$ cat src/rtl/clk_pwr_ctrl.sv
module clk_pwr_ctrl #(
  parameter int WAKE_W = 8
) (
  input  logic              clk_in,
  input  logic              rst_n,
  input  logic              nmi,
  input  logic              irq_unmasked,
  input  logic              cfg_we,
  input  logic [1:0]        cfg_mode,
  input  logic [1:0]        cfg_div,
  input  logic [WAKE_W-1:0] cfg_wake,
  output logic              core_clk,
  output logic              periph_clk,
  output logic              osc_en,
  output logic              run_ok
);

  typedef enum logic [2:0] {S_RUN, S_SAVE, S_IDLE, S_PDOWN, S_WAKE} pm_t;

  pm_t               st;
  logic [1:0]        div_q;
  logic [WAKE_W-1:0] wake_q, wcnt;
  logic              bclk;
  logic [4:0]        half_q, half_nx, cnt;

  wire wake_ev  = nmi | irq_unmasked;
  wire running  = (st == S_RUN) || (st == S_SAVE);
  wire edge_hit = (cnt == half_q - 5'd1);

  assign osc_en = (st != S_PDOWN);
  assign run_ok = running;

  always_comb begin
    case (div_q)
      2'd0:    half_nx = 5'd1;
      2'd1:    half_nx = 5'd4;
      2'd2:    half_nx = 5'd8;
      default: half_nx = 5'd16;
    endcase
    if (st != S_SAVE) half_nx = 5'd1;
  end

  always_ff @(posedge clk_in or negedge rst_n) begin
    if (!rst_n) begin
      st     <= S_RUN;
      div_q  <= 2'd0;
      wake_q <= '1;
      wcnt   <= '0;
    end else begin
      case (st)
        S_RUN: if (cfg_we) begin
          st     <= pm_t'({1'b0, cfg_mode});
          div_q  <= cfg_div;
          wake_q <= cfg_wake;
        end
        S_SAVE: if (wake_ev) st <= S_RUN;
          else if (cfg_we) begin
            st     <= pm_t'({1'b0, cfg_mode});
            div_q  <= cfg_div;
            wake_q <= cfg_wake;
          end
        S_IDLE: if (wake_ev) st <= S_RUN;
        S_PDOWN: if (wake_ev) begin
          st   <= S_WAKE;
          wcnt <= (wake_q == '0) ? WAKE_W'(1) : wake_q;
        end
        default: if (wcnt <= WAKE_W'(1)) st <= S_RUN;
          else wcnt <= wcnt - WAKE_W'(1);
      endcase
    end
  end

  always_ff @(posedge clk_in or negedge rst_n) begin
    if (!rst_n) begin
      bclk       <= 1'b0;
      cnt        <= '0;
      half_q     <= 5'd1;
      core_clk   <= 1'b0;
      periph_clk <= 1'b0;
    end else if (edge_hit) begin
      cnt  <= '0;
      bclk <= ~bclk;
      if (!bclk) begin
        half_q     <= half_nx;
        core_clk   <= running;
        periph_clk <= running || (st == S_IDLE);
      end else begin
        core_clk   <= 1'b0;
        periph_clk <= 1'b0;
      end
    end else begin
      cnt <= cnt + 5'd1;
    end
  end

  a_r6_core_rise_running: assert property (@(posedge clk_in) disable iff (!rst_n)
    $rose(core_clk) |-> ($past(st) == S_RUN || $past(st) == S_SAVE));

  a_r7_periph_rise_awake: assert property (@(posedge clk_in) disable iff (!rst_n)
    $rose(periph_clk) |-> ($past(st) != S_PDOWN && $past(st) != S_WAKE));

  a_r8_osc_before_run: assert property (@(posedge clk_in) disable iff (!rst_n)
    $rose(run_ok) |-> $past(osc_en));

  a_r4_ratio_at_rise: assert property (@(posedge clk_in) disable iff (!rst_n)
    !$stable(half_q) |-> bclk);

  a_r2_core_within_periph: assert property (@(posedge clk_in) disable iff (!rst_n)
    core_clk |-> periph_clk);

endmodule

$ cat config.mk
export PLATFORM = sky130hd
export DESIGN_NAME = clk_pwr_ctrl
export DESIGN_NICKNAME = d
export VERILOG_FILES = /design/src/rtl/clk_pwr_ctrl.sv
export SDC_FILE = /design/constraint.sdc
export NUM_CORES = 1
export LEC_CHECK = 0
export ABC_AREA = 0
export BUFFER_PORTS_ARGS = -buffer_cell sky130_fd_sc_hd__buf_2
export CORE_MARGIN = 10
export CORE_UTILIZATION = 55
export DETAILED_ROUTE_END_ITERATION = 7
export PLACE_DENSITY = 0.72
export SYNTH_ARGS = -nofsm -noshare
export SYNTH_HDL_FRONTEND = slang
export SYNTH_SLANG_ARGS = --single-unit
$ cat constraint.sdc
create_clock -name clk_in -period 2.4 [get_ports clk_in]
set_input_delay 0.36 -clock clk_in [delete_from_list [all_inputs] [get_ports clk_in]]
set_output_delay 0.36 -clock clk_in [all_outputs]
set_load 0.005 [all_outputs]
==> results.txt <==
status -> finished, final reports clean
total negative setup slack -> 0 ns
CTS tree -> built
area growth from synthesis to layout -> 11.7%
CTS Buffer Depth -> 2
RSZ-0062 raised after global routing -> no
Worst IR Drop VDD -> 0.000548 V
Synth Area per Inst -> 10.9 um2
CP startpoint kind -> register
DR WL/cell -> 16.7 um
Post-synth EDFFs -> 0
non-filler instance count after layout -> 215
clock sink count -> 33
Max Clk Rate -> 484 MHz
critical path required time -> 2.63 ns
r2r startpoint -> half_q[0]
CORE AREA -> 3000 um2
DP Worst Slack -> 0.344 ns
CTS clk-pin slew, worst paths -> 0.11 ns
cts hold-fix bufs -> 0
Slew @ Worst Pin -> 0.710 ns
Resized Gates After CTS -> 0
crit path time final -> 2.07 ns
number of port buffers -> 20
crit share post-route -> 86.1%
Post-synth ARST share -> 100%
peak fanout along the critical path -> 5
GRT Util Overall -> 13.7%
Yosys cell types -> 39
CP max-delay cell -> dfstp_2
FF+latch area -> 837 um2
Mapped Nets -> 177
die area -> 5710 um2
Antenna Nets Post-Route -> 0
YS warnings -> 0
router iterations before antenna repair -> 4
DR vias -> 1283
Max Cap Viol -> 0
placed inst area -> 1840 um2
Die H -> 75.6 um
layout cell share with drive strength beyond 1 -> 33.5%
Rows -> 20
largest net degree at the start of global routing -> 34
number of antenna violations at the first check in global routing -> 0
Antenna Cells -> 0
final instance area -> 1900 um2
Setup Skew -> 0.00639 ns
max_slew headroom -> 52.7%
top_reg_cell synth -> dfrtp_1
R2R depth -> 7
worst path arrival time -> 2.29 ns
Syn Inst Count -> 156
WL final -> 3600 um
Overflow after GRT -> 0
Fin. Hold Viols -> 0
post-synth top area cell -> dfrtp_1
Pwr Total -> 2.05 mW
first-pass GRT wire length -> 5970 um
later-pin clock latency in the skew report -> 0.34 ns
dpl hpwl -> 2760 um
Pleak -> 0.852 nW
DRC violations left -> 0
sequential cell area fraction in the yosys report -> 49.3%
Multi-input gate area -> 808 um2
setup violation total in the final timing report -> 0
synthesized area -> 1700 um2
Slew Viols, Final -> 0
Post-CTS Setup Inserts -> 0
share of the synthesized area in the top cell type -> 35.3%
io pins -> 21
Layout Nets -> 202
Hold Crit Class -> input pin to async pin
setup ws final -> 0.334 ns
First DRT Iteration DRCs -> 132
critical-path cell list -> inv_1 -> ha_1 -> xnor3_1 -> nand4b_1 -> nor3_1 -> buf_4 -> mux2_2
mean number of vias per cell -> 5.97
delay of the slowest critical-path stage -> 0.57 ns
FILL cells -> 253
Worst Setup End Kind -> register
Inst Count DP -> 207
fin util -> 63.2%
H-tree depth -> 2
Worst Setup SP -> half_q[0]
Initial Util -> 56.6%
critical path type -> register to register
clk root buf -> clkbuf_4
chip width -> 75.6 um
final hold slack -> 0.0599 ns
pwr/cell area -> 1080 nW/um2
GP Congestion -> 0.881
vias in the first global route -> 1312
top post-synthesis cells by area -> dfrtp_1 (35%), dfstp_2 (14%), mux2_2 (9.3%)
Yosys reg bits -> 33
CTS buffer count -> 5
[layout make-up]
cell class | instances | share of cell area [%]
multi-input combinational | 109 | 42.6
timing repair buffer | 23 | 6.46
clock buffer | 5 | 1.98
tap | 33 | 2.18
inverter | 9 | 1.78
sequential | 33 | 44.1
clock inverter | 3 | 0.923
[where the power goes]
group	switching (mW)	internal, mW
combinational	0.334	0.395
sequential	0.225	0.795
clock	0.196	0.110
[cell usage after synthesis, drive strengths merged, types with 2 or more instances]
library cell	n
dfrtp	24
mux2	15
nor2	13
nor3	11
dfstp	9
inv	9
nand3	8
o21ai	7
a21oi	5
a211oi	4
clkbuf	4
ha	4
xor2	4
a22oi	3
nand2	3
nor2b	3
o211ai	3
xnor2	3
mux2i	2
nand4	2
nand4b	2
nor4	2
o22ai	2
o31ai	2
[worst max-delay path: cells and delay by family (launching register included)]
family / cells / cell delay (ns)
AND/OR/NAND/NOR: 2 / 0.28
multiplexers: 1 / 0.32
adder cells (fa/ha/maj): 1 / 0.20
buffers and inverters: 2 / 0.22
flip-flops: 1 / 0.57
XOR/XNOR: 1 / 0.37
[metal layers]
layer	track usage [%]	wire, um	vias to the layer above
met5	0	0	-
met4	5.57	71	0
met3	4.30	265	9
met2	21.2	1630	43
met1	17.3	1630	616
li1	-	-	615
[state kept, by name (all words and copies together) (netlist names)]
register and cells:
div_q 2, wcnt 8, half_q 4, periph_clk 1, wake_q 8, core_clk 1
cnt 5, st 3, bclk 1
[layout by cell type, fill, tap and decap left out, types with 4 or more instances in the layout]
cell type | netlist | routed
a21oi_1 | 5 | 5
xor2_1 | 4 | 4
dfstp_2 | 9 | 9
o21ai_0 | 7 | 7
a211oi_1 | 4 | 4
clkbuf_4 | 0 | 5
ha_1 | 4 | 4
inv_1 | 8 | 8
mux2_2 | 14 | 14
nand3_1 | 8 | 8
buf_2 | 1 | 20
dfrtp_1 | 24 | 24
nor2_1 | 12 | 12
nor3_1 | 11 | 11
[worst paths after layout]
check                             end  slack (ns)
min                           wcnt[4]        0.06
max                         half_q[3]        0.33
max in group asynchronous    div_q[1]        1.89
max reg2reg                 half_q[3]        0.33
min in group clk_in         wake_q[6]        0.25
min reg2reg                periph_clk        0.53
[cells by family after synthesis]
| group | after synthesis | synth area share, % |
|---|---|---|
| xor gates and xnor gates | 8 | 4.93 |
| buffers and inverters | 14 | 3.17 |
| muxes | 17 | 11.3 |
| AOI/OAI and AO/OA | 30 | 12.1 |
| adders and majority gates | 4 | 2.95 |
| and+or+nand+nor | 50 | 16.2 |
| DFF | 33 | 49.3 |
Note: power is estimated with default switching activity, not from simulation.
